`src/rtl/mmu_pkg.sv`:
```
`timescale 1ns/1ps
package mmu_pkg;
  typedef enum logic [1:0] {
    SQ_IDLE = 2'd0,
    SQ_XFER = 2'd1,
    SQ_DONE = 2'd2
  } seq_state_t;

  localparam int REG_PAGE_OFF = 0;
  localparam int REG_PTR_OFF  = 1;
endpackage

```
`src/rtl/mmu_xlate.sv`:
```
`timescale 1ns/1ps
module mmu_xlate #(
  parameter int CPU_AW  = 16,
  parameter int OFF_W   = 14,
  parameter int PAGE_W  = 8,
  parameter int PHYS_AW = PAGE_W + OFF_W,
  parameter logic [CPU_AW-1:0] WIN_BASE = 16'h8000
) (
  input  logic [CPU_AW-1:0]  addr,
  input  logic [PAGE_W-1:0]  page,
  output logic               in_win,
  output logic [PHYS_AW-1:0] phys
);
  localparam int SEL_W = CPU_AW - OFF_W;

  assign in_win = (addr[CPU_AW-1:OFF_W] == WIN_BASE[CPU_AW-1:OFF_W]);

  generate
    if (PHYS_AW >= CPU_AW) begin : g_ext
      assign phys = in_win ? {page, addr[OFF_W-1:0]}
                           : {{(PHYS_AW-CPU_AW){1'b0}}, addr};
    end else begin : g_trunc
      assign phys = in_win ? {page, addr[OFF_W-1:0]} : addr[PHYS_AW-1:0];
    end
  endgenerate

  always_comb begin
    assert (!in_win || phys[OFF_W-1:0] == addr[OFF_W-1:0])
      else $error("AST_WIN_OFFSET");
  end

  logic [SEL_W-1:0] unused_sel;
  assign unused_sel = WIN_BASE[CPU_AW-1:OFF_W];
endmodule

```
`src/rtl/mmu_regs.sv`:
```
`timescale 1ns/1ps
module mmu_regs import mmu_pkg::*; #(
  parameter int DATA_W  = 8,
  parameter int PAGE_W  = 8,
  parameter int PHYS_AW = 22,
  parameter int REG_AW  = 3
) (
  input  logic               clk,
  input  logic               rst_n,
  input  logic [REG_AW-1:0]  acc_off,
  input  logic               reg_wr,
  input  logic [DATA_W-1:0]  wdata,
  input  logic               ldata_fire,
  input  logic               pg_load,
  input  logic [PAGE_W-1:0]  pg_val,
  output logic [PAGE_W-1:0]  page_q,
  output logic [PHYS_AW-1:0] lptr_q,
  output logic               is_ldata,
  output logic [DATA_W-1:0]  rdata
);
  localparam int NB        = (PHYS_AW + DATA_W - 1) / DATA_W;
  localparam int LDATA_OFF = REG_PTR_OFF + NB;
  localparam int CTRL_OFF  = REG_PTR_OFF + NB + 1;

  logic               auto_q;
  logic               page_wr, ctrl_wr;
  logic [PHYS_AW-1:0] ptr_step, lptr_d;
  logic [DATA_W-1:0]  lane_rd [NB];

  assign page_wr  = reg_wr && (acc_off == REG_AW'(REG_PAGE_OFF));
  assign ctrl_wr  = reg_wr && (acc_off == REG_AW'(CTRL_OFF));
  assign is_ldata = (acc_off == REG_AW'(LDATA_OFF));
  assign ptr_step = (ldata_fire && auto_q) ? lptr_q + PHYS_AW'(1) : lptr_q;

  // one byte lane per pointer byte; the top lane may be narrower
  for (genvar k = 0; k < NB; k++) begin : g_lane
    localparam int LO = k * DATA_W;
    localparam int LW = (PHYS_AW - LO < DATA_W) ? (PHYS_AW - LO) : DATA_W;
    logic wr_k;
    assign wr_k = reg_wr && (acc_off == REG_AW'(REG_PTR_OFF + NB - 1 - k));
    assign lptr_d[LO +: LW] = wr_k ? wdata[LW-1:0] : ptr_step[LO +: LW];
    assign lane_rd[k] = DATA_W'(lptr_q[LO +: LW]);
  end

  always_ff @(posedge clk or negedge rst_n) begin
    if (!rst_n) begin
      page_q <= '0;
      lptr_q <= '0;
      auto_q <= 1'b0;
    end else begin
      lptr_q <= lptr_d;
      if (pg_load)      page_q <= pg_val;
      else if (page_wr) page_q <= wdata[PAGE_W-1:0];
      if (ctrl_wr)      auto_q <= wdata[0];
    end
  end

  always_comb begin
    rdata = '0;
    if (acc_off == REG_AW'(REG_PAGE_OFF)) rdata = DATA_W'(page_q);
    if (acc_off == REG_AW'(CTRL_OFF))     rdata = DATA_W'(auto_q);
    for (int k = 0; k < NB; k++) begin
      if (acc_off == REG_AW'(REG_PTR_OFF + NB - 1 - k)) rdata = lane_rd[k];
    end
  end

  AST_PAGE_SOURCE: assert property (@(posedge clk) disable iff (!rst_n)
    !$stable(page_q) |-> $past(pg_load || page_wr))
    else $error("AST_PAGE_SOURCE");
  AST_PTR_SOURCE: assert property (@(posedge clk) disable iff (!rst_n)
    !$stable(lptr_q) |-> $past(ldata_fire || reg_wr))
    else $error("AST_PTR_SOURCE");
endmodule

```
`src/rtl/mmu_callseq.sv`:
```
`timescale 1ns/1ps
module mmu_callseq import mmu_pkg::*; #(
  parameter int CPU_AW = 16,
  parameter int DATA_W = 8,
  parameter int PAGE_W = 8
) (
  input  logic              clk,
  input  logic              rst_n,
  input  logic              op_valid,
  input  logic              op_ret,
  input  logic [CPU_AW-1:0] op_sp,
  input  logic [CPU_AW-1:0] op_ret_pc,
  input  logic [CPU_AW-1:0] op_target,
  input  logic [PAGE_W-1:0] op_page,
  input  logic [PAGE_W-1:0] cur_page,
  output logic              op_ready,
  output logic              busy,
  output logic              req_valid,
  output logic              req_we,
  output logic [CPU_AW-1:0] req_addr,
  output logic [DATA_W-1:0] req_wdata,
  input  logic              mem_ready,
  input  logic [DATA_W-1:0] mem_rdata,
  output logic              done_valid,
  output logic [CPU_AW-1:0] done_pc,
  output logic [CPU_AW-1:0] done_sp,
  output logic              pg_load,
  output logic [PAGE_W-1:0] pg_val
);
  localparam int NPCB  = CPU_AW / DATA_W;
  localparam int STEPS = NPCB + 1;
  localparam int CNT_W = $clog2(STEPS + 1);

  seq_state_t        state_q;
  logic [CNT_W-1:0]  cnt_q;
  logic              ret_q;
  logic [CPU_AW-1:0] sp_q, sp0_q, pc_q, tgt_q;
  logic [PAGE_W-1:0] pg_q, newpg_q;
  logic              fire;

  assign op_ready   = (state_q == SQ_IDLE);
  assign busy       = (state_q != SQ_IDLE);
  assign req_valid  = (state_q == SQ_XFER);
  assign req_we     = !ret_q;
  assign req_addr   = ret_q ? sp_q + CPU_AW'(1) : sp_q;
  assign fire       = req_valid && mem_ready;
  assign done_valid = (state_q == SQ_DONE);
  assign done_pc    = ret_q ? pc_q : tgt_q;
  assign done_sp    = sp_q;
  assign pg_load    = done_valid;
  assign pg_val     = ret_q ? pg_q : newpg_q;

  // call pushes PC bytes low first, then the page
  always_comb begin
    req_wdata = DATA_W'(pg_q);
    if (int'(cnt_q) < NPCB) req_wdata = pc_q[int'(cnt_q)*DATA_W +: DATA_W];
  end

  always_ff @(posedge clk or negedge rst_n) begin
    if (!rst_n) begin
      state_q <= SQ_IDLE;
      cnt_q   <= '0;
      ret_q   <= 1'b0;
      sp_q    <= '0;
      sp0_q   <= '0;
      pc_q    <= '0;
      tgt_q   <= '0;
      pg_q    <= '0;
      newpg_q <= '0;
    end else begin
      case (state_q)
        SQ_IDLE: if (op_valid) begin
          ret_q   <= op_ret;
          sp_q    <= op_sp;
          sp0_q   <= op_sp;
          pc_q    <= op_ret ? '0 : op_ret_pc;
          pg_q    <= cur_page;
          tgt_q   <= op_target;
          newpg_q <= op_page;
          cnt_q   <= '0;
          state_q <= SQ_XFER;
        end
        SQ_XFER: if (fire) begin
          cnt_q <= cnt_q + CNT_W'(1);
          sp_q  <= ret_q ? sp_q + CPU_AW'(1) : sp_q - CPU_AW'(1);
          // return pops the page first, then PC bytes high first
          if (ret_q) begin
            if (cnt_q == '0) pg_q <= mem_rdata[PAGE_W-1:0];
            else pc_q[(NPCB - int'(cnt_q))*DATA_W +: DATA_W] <= mem_rdata;
          end
          if (cnt_q == CNT_W'(STEPS - 1)) state_q <= SQ_DONE;
        end
        SQ_DONE: state_q <= SQ_IDLE;
        default: state_q <= SQ_IDLE;
      endcase
    end
  end

  AST_SP_BALANCE: assert property (@(posedge clk) disable iff (!rst_n)
    done_valid |-> done_sp == (ret_q ? sp0_q + CPU_AW'(STEPS) : sp0_q - CPU_AW'(STEPS)))
    else $error("AST_SP_BALANCE");
  AST_REQ_HOLD: assert property (@(posedge clk) disable iff (!rst_n)
    req_valid && !mem_ready |=> req_valid && $stable(req_addr) && $stable(req_wdata))
    else $error("AST_REQ_HOLD");
  AST_DONE_SINGLE: assert property (@(posedge clk) disable iff (!rst_n)
    done_valid |=> !done_valid && op_ready)
    else $error("AST_DONE_SINGLE");
endmodule

```
`src/rtl/paged_mmu.sv`:
```
`timescale 1ns/1ps
module paged_mmu import mmu_pkg::*; #(
  parameter int CPU_AW  = 16,
  parameter int DATA_W  = 8,
  parameter int PAGE_W  = 8,
  parameter int OFF_W   = 14,
  parameter int PHYS_AW = PAGE_W + OFF_W,
  parameter int REG_AW  = 3,
  parameter logic [CPU_AW-1:0] WIN_BASE = 16'h8000,
  parameter logic [CPU_AW-1:0] REG_BASE = 16'h0070
) (
  input  logic               clk,
  input  logic               rst_n,
  input  logic               cpu_valid,
  output logic               cpu_ready,
  input  logic               cpu_we,
  input  logic [CPU_AW-1:0]  cpu_addr,
  input  logic [DATA_W-1:0]  cpu_wdata,
  output logic [DATA_W-1:0]  cpu_rdata,
  input  logic               op_valid,
  output logic               op_ready,
  input  logic               op_ret,
  input  logic [CPU_AW-1:0]  op_sp,
  input  logic [CPU_AW-1:0]  op_ret_pc,
  input  logic [CPU_AW-1:0]  op_target,
  input  logic [PAGE_W-1:0]  op_page,
  output logic               done_valid,
  output logic [CPU_AW-1:0]  done_pc,
  output logic [CPU_AW-1:0]  done_sp,
  output logic               mem_valid,
  input  logic               mem_ready,
  output logic               mem_we,
  output logic [PHYS_AW-1:0] mem_addr,
  output logic [DATA_W-1:0]  mem_wdata,
  input  logic [DATA_W-1:0]  mem_rdata
);
  localparam int REG_SPAN = 1 << REG_AW;

  logic [CPU_AW-1:0]  rel, seq_addr, xl_addr;
  logic               reg_hit, is_ldata, reg_local, path_en, to_mem;
  logic               reg_wr, ldata_fire, busy;
  logic               seq_valid, seq_we, pg_load, in_win;
  logic [DATA_W-1:0]  seq_wdata, reg_rdata;
  logic [PAGE_W-1:0]  page_q, pg_val;
  logic [PHYS_AW-1:0] lptr_q, xl_phys;

  assign rel        = cpu_addr - REG_BASE;
  assign reg_hit    = (rel < CPU_AW'(REG_SPAN));
  assign reg_local  = reg_hit && !is_ldata;
  assign path_en    = !busy && !op_valid;
  assign to_mem     = path_en && cpu_valid && !reg_local;
  assign reg_wr     = path_en && cpu_valid && reg_local && cpu_we;
  assign ldata_fire = path_en && cpu_valid && reg_hit && is_ldata && mem_ready;

  assign cpu_ready  = path_en && (reg_local || mem_ready);
  assign cpu_rdata  = reg_local ? reg_rdata : mem_rdata;

  assign xl_addr    = busy ? seq_addr : cpu_addr;
  assign mem_valid  = busy ? seq_valid : to_mem;
  assign mem_we     = busy ? seq_we : cpu_we;
  assign mem_wdata  = busy ? seq_wdata : cpu_wdata;
  assign mem_addr   = (!busy && reg_hit) ? lptr_q : xl_phys;

  mmu_xlate #(
    .CPU_AW(CPU_AW), .OFF_W(OFF_W), .PAGE_W(PAGE_W),
    .PHYS_AW(PHYS_AW), .WIN_BASE(WIN_BASE)
  ) u_xlate (
    .addr(xl_addr), .page(page_q), .in_win(in_win), .phys(xl_phys)
  );

  mmu_regs #(
    .DATA_W(DATA_W), .PAGE_W(PAGE_W), .PHYS_AW(PHYS_AW), .REG_AW(REG_AW)
  ) u_regs (
    .clk(clk), .rst_n(rst_n), .acc_off(rel[REG_AW-1:0]), .reg_wr(reg_wr),
    .wdata(cpu_wdata), .ldata_fire(ldata_fire), .pg_load(pg_load),
    .pg_val(pg_val), .page_q(page_q), .lptr_q(lptr_q),
    .is_ldata(is_ldata), .rdata(reg_rdata)
  );

  mmu_callseq #(
    .CPU_AW(CPU_AW), .DATA_W(DATA_W), .PAGE_W(PAGE_W)
  ) u_seq (
    .clk(clk), .rst_n(rst_n), .op_valid(op_valid), .op_ret(op_ret),
    .op_sp(op_sp), .op_ret_pc(op_ret_pc), .op_target(op_target),
    .op_page(op_page), .cur_page(page_q), .op_ready(op_ready), .busy(busy),
    .req_valid(seq_valid), .req_we(seq_we), .req_addr(seq_addr),
    .req_wdata(seq_wdata), .mem_ready(mem_ready), .mem_rdata(mem_rdata),
    .done_valid(done_valid), .done_pc(done_pc), .done_sp(done_sp),
    .pg_load(pg_load), .pg_val(pg_val)
  );

  AST_BUSY_STALL: assert property (@(posedge clk) disable iff (!rst_n)
    (busy || op_valid) |-> !cpu_ready)
    else $error("AST_BUSY_STALL");
  AST_REG_LOCAL: assert property (@(posedge clk) disable iff (!rst_n)
    (cpu_valid && reg_local && !busy) |-> !mem_valid)
    else $error("AST_REG_LOCAL");
  AST_FWD_READY: assert property (@(posedge clk) disable iff (!rst_n)
    (cpu_valid && path_en && !reg_local) |-> (cpu_ready == mem_ready) && mem_valid)
    else $error("AST_FWD_READY");
  AST_WIN_PAGE: assert property (@(posedge clk) disable iff (!rst_n)
    (mem_valid && !busy && !reg_hit && in_win) |-> mem_addr[PHYS_AW-1:OFF_W] == page_q)
    else $error("AST_WIN_PAGE");
endmodule

```
`config.mk`:
```
export PLATFORM = sky130hd
export DESIGN_NAME = paged_mmu
export DESIGN_NICKNAME = d
export VERILOG_FILES = /design/src/rtl/mmu_pkg.sv /design/src/rtl/mmu_xlate.sv /design/src/rtl/mmu_regs.sv /design/src/rtl/mmu_callseq.sv /design/src/rtl/paged_mmu.sv
export SDC_FILE = /design/constraint.sdc
export NUM_CORES = 1
export LEC_CHECK = 0
export ABC_AREA = 1
export BUFFER_PORTS_ARGS = -buffer_cell sky130_fd_sc_hd__buf_2
export CORE_MARGIN = 4
export CORE_UTILIZATION = 55
export CTS_BUF_LIST = sky130_fd_sc_hd__clkbuf_4 sky130_fd_sc_hd__clkbuf_8 sky130_fd_sc_hd__clkbuf_16
export CTS_CLUSTER_SIZE = 30
export DETAILED_ROUTE_END_ITERATION = 16
export PLACE_DENSITY = 0.81
export RECOVER_POWER = 50
export SLEW_MARGIN = 20
export SYNTH_ARGS = -nofsm -noshare
export SYNTH_HDL_FRONTEND = slang
export SYNTH_SLANG_ARGS = --single-unit
export TNS_END_PERCENT = 30
```
`constraint.sdc`:
```
create_clock -name clk -period 2.6 [get_ports clk]
set_input_delay 0.52 -clock clk [delete_from_list [all_inputs] [get_ports clk]]
set_output_delay 0.52 -clock clk [all_outputs]
set_load 0.02 [all_outputs]
```
[Word-level counts from Yosys, hierarchy flattened]
Index checks and enable logic that the tools add are counted.
Cells by class
  mux-type cells: 45
  reductions and logical operators: 38
  add/subtract/negate cells: 7
  shift operators: 3
  order comparisons: 2
  eq/ne operators: 15
Operator list (count)
  $mux W16: 11
  $mux W8: 17
  $mux W22: 3
  $pmux W16 S2: 2
  $neg A32 Y33: 1
  $shift A8 B33 Y16 const A: 1
  $shiftx A8 B33 Y16: 1
  $add A22 B1 Y22 const B: 1
  $logic_and A1 B1 Y1: 18
  $add A16 B1 Y16 const B: 1
  $bwmux W16: 1
  $lt A16 B4 Y1 const B: 1
  $pmux W8 S2: 1
  $shiftx A16 B6 Y8: 1
  $sub A16 B1 Y16 const B: 1
  $sub A16 B7 Y16 const B: 1
  $reduce_bool A2 Y1: 6
  $mux W2: 5
  $reduce_and A5 Y1: 2
  $ne A2 B1 Y1 const B: 4
  $pmux W2 S2: 2
  $eq A2 B2 Y1 const B: 3
  $eq A3 B2 Y1 const B: 2
  $eq A3 B3 Y1 const B: 2
  14 further kinds: 22
Storage, ports and cells
  register bits: 100
  output and inout bits: 75
  logic and storage cells: 123
  input port bits: 95

[Logic depth before layout (Yosys ltp)]
Gate-level depths: netlist (run 1).
  depth after elaboration: 10
  gate-level depth with buffers: 13
  depth with buffers taken out: 13

[Hierarchy]
A second synthesis (run 1) with hierarchy kept.
Unflattened totals
  cells, all modules: 1263
  area, all modules: 8171.6 um^2
By module, submodules not included
  mmu_callseq: sequential area each 1726.7 um^2, area an instance 4647.0 um^2, cells each 673, instances 1
  mmu_regs: sequential area each 775.7 um^2, area an instance 2329.7 um^2, cells each 346, instances 1
  paged_mmu: sequential area each 0.0 um^2, area an instance 1012.2 um^2, cells each 210, instances 1
  mmu_xlate: sequential area each 0.0 um^2, area an instance 182.7 um^2, cells each 34, instances 1

[Worst setup path before layout (run 1)]
No wires, ideal clock.
  path kind: input port to output port
  from: in cpu_addr[7]
  to: out mem_addr[2]
  arrival: 1.953 ns
  buffers on the path: 1
  data required time: 2.080 ns
  path slack: 0.127 ns
  cell stages on the path: 8
  cell sequence: nor2_1 > nand3_1 > nor2_1 > nand2_1 > nor2_1 > inv_1 > buf_2 > o21ai_0
Between the ends
  cells in the longest elaborated chain, start to end: 4
RTL lines
  start: declaration: RTL line paged_mmu.sv:17  | input logic [CPU_AW-1:0] cpu_addr,
  $sub A16 B7 Y16: RTL line paged_mmu.sv:47  | assign rel = cpu_addr - REG_BASE;
  $lt A16 B4 Y1: RTL line paged_mmu.sv:48  | assign reg_hit = (rel < CPU_AW'(REG_SPAN));
  $logic_and A1 B1 Y1: RTL line paged_mmu.sv:62  | assign mem_addr = (!busy && reg_hit) ? lptr_q : xl_phys;
  $mux W22: RTL line paged_mmu.sv:62
  end: declaration: RTL line paged_mmu.sv:33  | output logic [PHYS_AW-1:0] mem_addr,
No other way between the ends.

[Worst setup path in the final report (run 1)]
  from: reg u_seq.sp_q[7] (netlist: u_seq.done_sp[7])
  to: out mem_addr[12]
Between the ends
  cells in the longest elaborated chain, start to end: 5
RTL lines
  start: declaration: RTL line mmu_callseq.sv:37  | logic [CPU_AW-1:0] sp_q, sp0_q, pc_q, tgt_q;
  start signal: assignment: RTL line mmu_callseq.sv:74  | sp_q <= op_sp;
  start signal: assignment: RTL line mmu_callseq.sv:85  | sp_q <= ret_q ? sp_q + CPU_AW'(1) : sp_q - CPU_AW'(1);
  $add A16 B1 Y16: RTL line mmu_callseq.sv:45  | assign req_addr = ret_q ? sp_q + CPU_AW'(1) : sp_q;
  $mux W16: RTL line mmu_callseq.sv:45
  $mux W16: RTL line paged_mmu.sv:58  | assign xl_addr = busy ? seq_addr : cpu_addr;
  $mux W22: RTL line mmu_xlate.sv:20  | assign phys = in_win ? {page, addr[OFF_W-1:0]}
  $mux W22: RTL line paged_mmu.sv:62
No other way between the ends.

==> impl_results.md, run 1 <==
* Number of flops mapped to enable cells by yosys at 0
* Max-slew violations at 0
* Register bit total from synthesis at 100
* Total GRT Usage at 0.3398
* Critical path arrival at approximately 2.0 ns
* YS warnings at 0
* DR iter-0 viols at 976
* Setup CP Type: register to output port
* Routed length per instance at 17.54 um
* Final worst setup slack at between 0.03 and 0.04 ns
* Vias in the first global route at ~7.6k
* Worst R2R Path Depth at 9
* Worst skew pair latency at around 0.36 ns
* CTS H-tree lvls at 3
* Initial core utilization at 0.5596
* Final Setup Violations at 0
* Synth top area cells: dfrtp_1 (34%), nand2_1 (16%), o21ai_0 (8.5%)
* Total grt overflow at 0
* Setup TNS at 0 ns
* Post-CTS Hold Buffers at 0
* CP startpoint kind: register
* Register area share after synthesis at 0.3390
* CORE AREA at 13190 um2
* First-pass GRT wire length at approximately 40000 um
* Flop2flop setup slack at 0.22 ns
* Critical Path RT at 2.08 ns
* Largest net degree at the start of global routing at 44
* Share of post-route cells with drive strength above 1 at 0.2223
* Area Growth Syn to Fin at 21.95%
* Run status: finished, final reports clean
* FP Rows at 42
* Max_cap viols at 0
* Fillers at 1217
* Worst R2R End: u_regs.lptr_q[0]
* Hold Path Stages at 3
* DR vias at about 8.6k
* Tmin final at approximately 2.6 ns
* Hold EP: u_seq.newpg_q[5]
* Distinct cells, synth at 39
* P_leak at 4.525 nW
* Final worst path period share at 0.9863
* DR pass1 iterations at 7
* Syn Area/Cell at about 6.5 um2
* Post-synth top flop: dfrtp_1
* Commonest non-fill, non-tap cell in the layout: nand2_1
* RSZ-0062 raised after global routing: yes
* HP Class: input port to register
* CTS buffer count at 9
* Via/cell ratio at just under 6
* Die area at around 15000 um2
* Leading area contributor after synthesis: dfrtp_1
* Ys async rst share at 1.000
* Syn Inst Count at ~1.1k
* Post-synth top area share at 0.3390
* DP HPWL at ~20000 um
* Root buf cell: clkbuf_16
* Actual slew at the worst max-slew pin at roughly 1.2 ns
* Die height at ~120 um
* Fin util at 0.6824
* Die Wd at 123.8 um
* Clock tree buffer depth at 2
* Clk_skew at 0.003613 ns
* Cell area after synthesis at around 7400 um2
* Worst relative slew slack at 0.2055
* Drt total wl at between 20000 and 30000 um
* Clock Pin Slew Worst Setup and Hold Paths at 0.07 ns
* VDD IR max at 880.4 uV
* PortBufs at 169
* Layout net count at about 1.4k
* Hold path startpoint: op_page[5]
* Syn Nets at approximately 1.2k
* Endpoints failing hold at 0
* Initial antenna violation count at 1
* Final GP Congestion at roughly 1.0
* Clk sinks at 100
* # DRC at 0
* Commonest cells after routing, fill and taps aside: nand2_1 (304), buf_2 (148), inv_1 (125), o21ai_0 (120), nor2_1 (108)
* Crit-path max FO at 5
* Worst setup EP type: output port
* Placement Setup Slack at roughly 0.041 ns
* Io pins at 170
* Antenna-violating nets left at 0
* CTS tree: done
* Antenna cells at 0
* Fmax at 390.0 MHz
* Reg2reg start: u_seq.state_q[0]
* Cell Pwr Density at between 1000 and 1500 nW/um2
==> layout make-up <==
type	instances	area, um2	share of cell area
multi-input combinational	852	4269	0.4743
sequential	100	2509	0.2787
timing repair buffer	213	1200	0.1333
inverter	138	525.5	0.05838
clock buffer	10	232.7	0.02585
tap	176	220.2	0.02446
clock inverter	5	45.04	0.005004
==> metrics by stage <==
| step | instances | hold slack (ns) | power (mW) | instance area [um2] |
|---|---|---|---|---|
| after floorplan | 1139 | 0.2244 | 6.598 | 7381 |
| after global routing | 1494 | 0.3592 | 11.23 | 9001 |
| after CTS | 1486 | 0.1777 | 10.05 | 8820 |
| after global placement | 1469 | 0.4514 | 8.553 | 8506 |
| final | 1494 | 0.3557 | 10.48 | 9001 |
| after detailed placement | 1469 | 0.4551 | 8.642 | 8506 |
==> Yosys cell counts (7+ instances only) <==
cell      number
a22oi_1        9
nor2_1       114
o22ai_1       22
clkbuf_1      30
o21ai_1        7
a21oi_1       51
xor2_1        12
nor3_1        14
a31oi_1        8
nand2_1      316
nand2_2        7
o211ai_1      19
inv_1        131
buf_2          8
nand4_1       13
ha_1           7
o21ai_0      126
nand3_1       86
dfrtp_1      100
==> timing repair <==
action                                  in CTS  in global routing
endpoints found under the setup margin      12                 35
pin swaps                                    0                 10
buffers inserted                             2                  8
gates resized for setup                      9                 64
gates cloned                                 0                  0
==> worst max-delay path by stage <==
| stage | startpoint | to | slack (ns) | depth (start not counted) |
|---|---|---|---|---|
| global route | cpu_addr[8] | cpu_rdata[5] | -0.06 | 8 |
| global placement | cpu_addr[7] | cpu_rdata[5] | 0.06 | 8 |
| CTS | u_seq.state_q[0] | mem_addr[1] | 0.01 | 8 |
| detailed placement | cpu_addr[8] | mem_addr[1] | 0.04 | 11 |
| finish | u_seq.done_sp[7] | mem_addr[12] | 0.04 | 9 |
| floorplan | cpu_addr[7] | mem_addr[2] | 0.13 | 8 |
==> cell families after synthesis <==
family                   synth area share
AO/OA/AOI/OAI                      0.2007
XOR/XNOR                          0.02136
adder cells (fa/ha/maj)           0.01187
buffers and inverters             0.09951
flip-flops                         0.3390
AND/OR/NAND/NOR                    0.3275
==> critical path, stage by stage, from the launching register on <==
cell and delay (ns):
dfrtp_2 0.40, buf_4 0.15, nand2_1 0.07, buf_4 0.15, nor3_1 0.15, nand3_1 0.13, xor2_1 0.15, nand2_1 0.10
o21ai_0 0.19, buf_2 0.19
==> registers in the layout (all words and copies together) (netlist names), 2 cells and up <==
register       count
u_regs.lptr_q     22
u_seq.done_sp     16
u_seq.tgt_q       16
u_seq.newpg_q      8
u_regs.page_q      8
u_seq.pc_q        16
u_seq.cnt_q        2
u_seq.state_q      2
u_seq.pg_q         8
==> layer usage <==
layer	wire length [um]	global-route usage
met2	11970	0.5302
met1	10310	0.4616
met3	3000	0.08038
met4	920	0.1232
met5	7	0
==> where the power goes <==
part	switching (mW)	internal [mW]	leakage, nW	total, mW
clock	0.663	0.674	0.135	1.34
combinational	4.39	2.16	3.17	6.55
sequential	0.475	2.12	1.21	2.60
total	5.53	4.95	4.52	10.5
No activity file was read; power rests on OpenSTA's default activity.
==> inputs of run 2 (changes only) <==
--- a/config.mk
+++ b/config.mk
@@ -8,11 +8,11 @@
 export ABC_AREA = 1
 export BUFFER_PORTS_ARGS = -buffer_cell sky130_fd_sc_hd__buf_2
 export CORE_MARGIN = 4
-export CORE_UTILIZATION = 55
+export CORE_UTILIZATION = 60
 export CTS_BUF_LIST = sky130_fd_sc_hd__clkbuf_4 sky130_fd_sc_hd__clkbuf_8 sky130_fd_sc_hd__clkbuf_16
 export CTS_CLUSTER_SIZE = 30
 export DETAILED_ROUTE_END_ITERATION = 16
-export PLACE_DENSITY = 0.81
+export PLACE_DENSITY = 0.88
 export RECOVER_POWER = 50
 export SLEW_MARGIN = 20
 export SYNTH_ARGS = -nofsm -noshare
==> constraint.sdc (replaced) <==
create_clock -name clk -period 3.15 [get_ports clk]
set_input_delay 0.63 -clock clk [delete_from_list [all_inputs] [get_ports clk]]
set_output_delay 0.63 -clock clk [all_outputs]
set_load 0.02 [all_outputs]
==> run 2 against run 1 <==
Effect of this change: the flow now finishes with violations (max-capacitance violations, max-slew violations); via count grew 0.24%; largest power group unchanged; critical path type unchanged; cell count shrank 3.4%; global-route usage grew 1.4 points; largest cell class unchanged; worst setup slack gained 0.15 ns; critical endpoint is now mem_addr[14]; first-iteration DRC count grew 8.2%; wire length shrank 2.8%; clock skew grew 0.0018 ns; sequential power shrank 15%; clock power shrank 18%; power shrank 23%.
==> impl_results.md, run 2 (same netlist as run 1, synthesis figures left out) <==
* Commonest non-fill, non-tap cell in the layout: nand2_1
* HP Class: input port to register
* Die Wd at 118.9 um (-4.0%)
* Largest net degree at the start of global routing at 49 (+11%)
* CTS H-tree lvls at 3 (unchanged)
* RSZ-0062 raised after global routing: no
* Via/cell ratio at 5.999 (+3.8%)
* Root buf cell: clkbuf_16
* Hold path startpoint: op_target[2]
* Cell Pwr Density at 946.2 nW/um2 (-19%)
* DR pass1 iterations at 8 (+1)
* FP Rows at 40 (-4.8%)
* Critical path arrival at 2.33 ns (+0.29 ns)
* Antenna-violating nets left at 0 (unchanged)
* Commonest cells after routing, fill and taps aside: nand2_1 (315), buf_2 (156), inv_1 (132), o21ai_0 (126), nor2_1 (117)
* Worst R2R End: u_seq.pc_q[5]
* Top reg by flops: u_regs.lptr_q
* Finished Cell Area at 8582 um2 (-4.7%)
* Total GRT Usage at 0.3539 (+0.01414)
* Initial antenna violation count at 1 (unchanged)
* CTS buffer count at 9 (unchanged)
* Final Setup Violations at 0 (unchanged)
* Post-CTS Hold Buffers at 0 (unchanged)
* Crit-path max FO at 10 (+5)
* PortBufs at 169 (unchanged)
* First-pass GRT wire length at 40000 um (+0.11%)
* Share of post-route cells with drive strength above 1 at 0.1753 (-0.04702)
* FF/Latch Area at 2507 um2 (about the same)
* Fmax at approximately 340 MHz
* DR vias at 8656 (+0.24%)
* Area Growth Syn to Fin at 16.27%
* Final GP Congestion at 1.007 (+0.93%)
* Worst R2R Path Depth at 9 (unchanged)
* CTS tree: done
* Reg2reg start: u_seq.state_q[0]
* Largest register FFs at 22 (unchanged)
* Setup TNS at 0 ns (unchanged)
* CP startpoint kind: register
* VDD IR max at 604.0 uV (-31%)
* P_leak at 4.365 nW (-3.5%)
* Hold EP: u_seq.tgt_q[2]
* Initial core utilization at 0.6145 (+0.05491)
* Routed length per instance at 17.66 um (+0.65%)
* Worst skew pair latency at 0.36 ns (about the same)
* Die area at 14140 um2 (-7.8%)
* Worst relative slew slack at -0.04613 (-0.2516)
* Drt total wl at 25480 um (-2.8%)
* Layout net count at 1393 (-1.6%)
* Clk sinks at 100 (unchanged)
* Multi-input gate area at 4106 um2 (-3.8%)
* Io pins at 170 (unchanged)
* Area after DPL at 8372 um2 (-1.6%)
* Total power at 8.120 mW (-23%)
* DP HPWL at 19390 um (-2.6%)
* Final worst path period share at 0.9411
* Max_cap viols at 1 (+1)
* Clock tree buffer depth at 2 (unchanged)
* Hold Path Stages at 3 (unchanged)
* Endpoints failing hold at 0 (unchanged)
* Vias in the first global route at 7795 (+2.0%)
* Setup CP Type: register to output port
* Worst setup EP type: output port
* Die height at 118.9 um (-4.0%)
* Critical Path RT at 2.52 ns (+0.44 ns)
* Clk_skew at 0.005389 ns (+0.001776 ns)
* Max-slew violations at 28 (+28)
* DR iter-0 viols at 1056 (+8.2%)
* Failing checks: max-capacitance violations, max-slew violations
* Clock Pin Slew Worst Setup and Hold Paths at 0.07 ns (about the same)
* Flop2flop setup slack at 0.32 ns (+0.10 ns)
* Fillers at 1071 (-12%)
* CORE AREA at 12010 um2 (-8.9%)
* # DRC at 0 (unchanged)
* Tmin final at 2.964 ns
* Actual slew at the worst max-slew pin at 1.569 ns (+0.3774 ns)
* Run status: complete, but fails checks
* Total grt overflow at 0 (unchanged)
## run 2: changes by cell type in the layout (fill, tap and decap cells not counted), moves of 5 or more
cell,change
buf_2,+8
buf_4,-26
buf_6,-6
inv_1,+7
inv_2,-6
nand2_1,+11
nand2_2,-8
nand3_1,+5
nand3_2,-5
nor2_1,+9
nor2_2,-5
o21ai_0,+6
o21ai_1,-6
## run 2: routing by layer
layer,share of wire,GRT usage
met1,0.39,0.4697
met2,0.44,0.5403
met3,0.12,0.08500
met4,0.053,0.1796
met5,0,0
## run 2: area by class of cell
type / count / area share
multi-input combinational: 852 / 0.4785
sequential: 100 / 0.2922
timing repair buffer: 190 / 0.1139
inverter: 138 / 0.06094
clock buffer: 9 / 0.02624
tap: 147 / 0.02143
clock inverter: 6 / 0.006561
antenna: 1 / 0.0002916
## run 2: worst max path at each step
stage	startpoint	to	slack, ns	depth (start not counted)
after global routing	u_seq.done_sp[1]	mem_addr[15]	0.01	14
final	u_seq.done_sp[2]	mem_addr[14]	0.19	11
after detailed placement	cpu_addr[7]	cpu_rdata[0]	0.31	9
after floorplan	cpu_addr[7]	mem_addr[2]	0.46	8
after global placement	cpu_addr[7]	cpu_rdata[0]	0.34	9
after CTS	u_seq.done_sp[2]	mem_addr[14]	0.12	11
## run 2: timing repair
action,CTS,global route
resized for setup,0,5
endpoints found under the setup margin,0,8
buffers inserted,0,0
## run 2: metrics by stage
step             util  hold WS (ns)  instances  setup WS, ns
2_1_floorplan       -        0.3344       1139        0.4572
3_5_place_dp   0.6970        0.4558       1427        0.3116
6_report       0.7145        0.4671       1443        0.1857
4_1_cts        0.7204        0.2969       1442        0.1181
5_1_grt        0.7145        0.4626       1443       0.01273
3_3_place_gp   0.6970        0.4523       1427        0.3446
## run 2: critical path, cell delays in order, from the launching register on
cell and delay (ns):
dfrtp_2 0.47, nand3_1 0.18, inv_1 0.18, nand2_1 0.11, nor2_1 0.12, nand2_1 0.06, nand2_1 0.08, nand3_1 0.07
nand2_1 0.28, nand2_1 0.15, nand3_1 0.12, buf_2 0.17
## run 2: power breakdown
part | internal, mW | leakage, nW | switching (mW) | total (mW)
clock | 0.551 | 0.136 | 0.552 | 1.10
combinational | 1.49 | 3.01 | 3.32 | 4.81
sequential | 1.75 | 1.22 | 0.459 | 2.21
total | 3.78 | 4.37 | 4.34 | 8.12
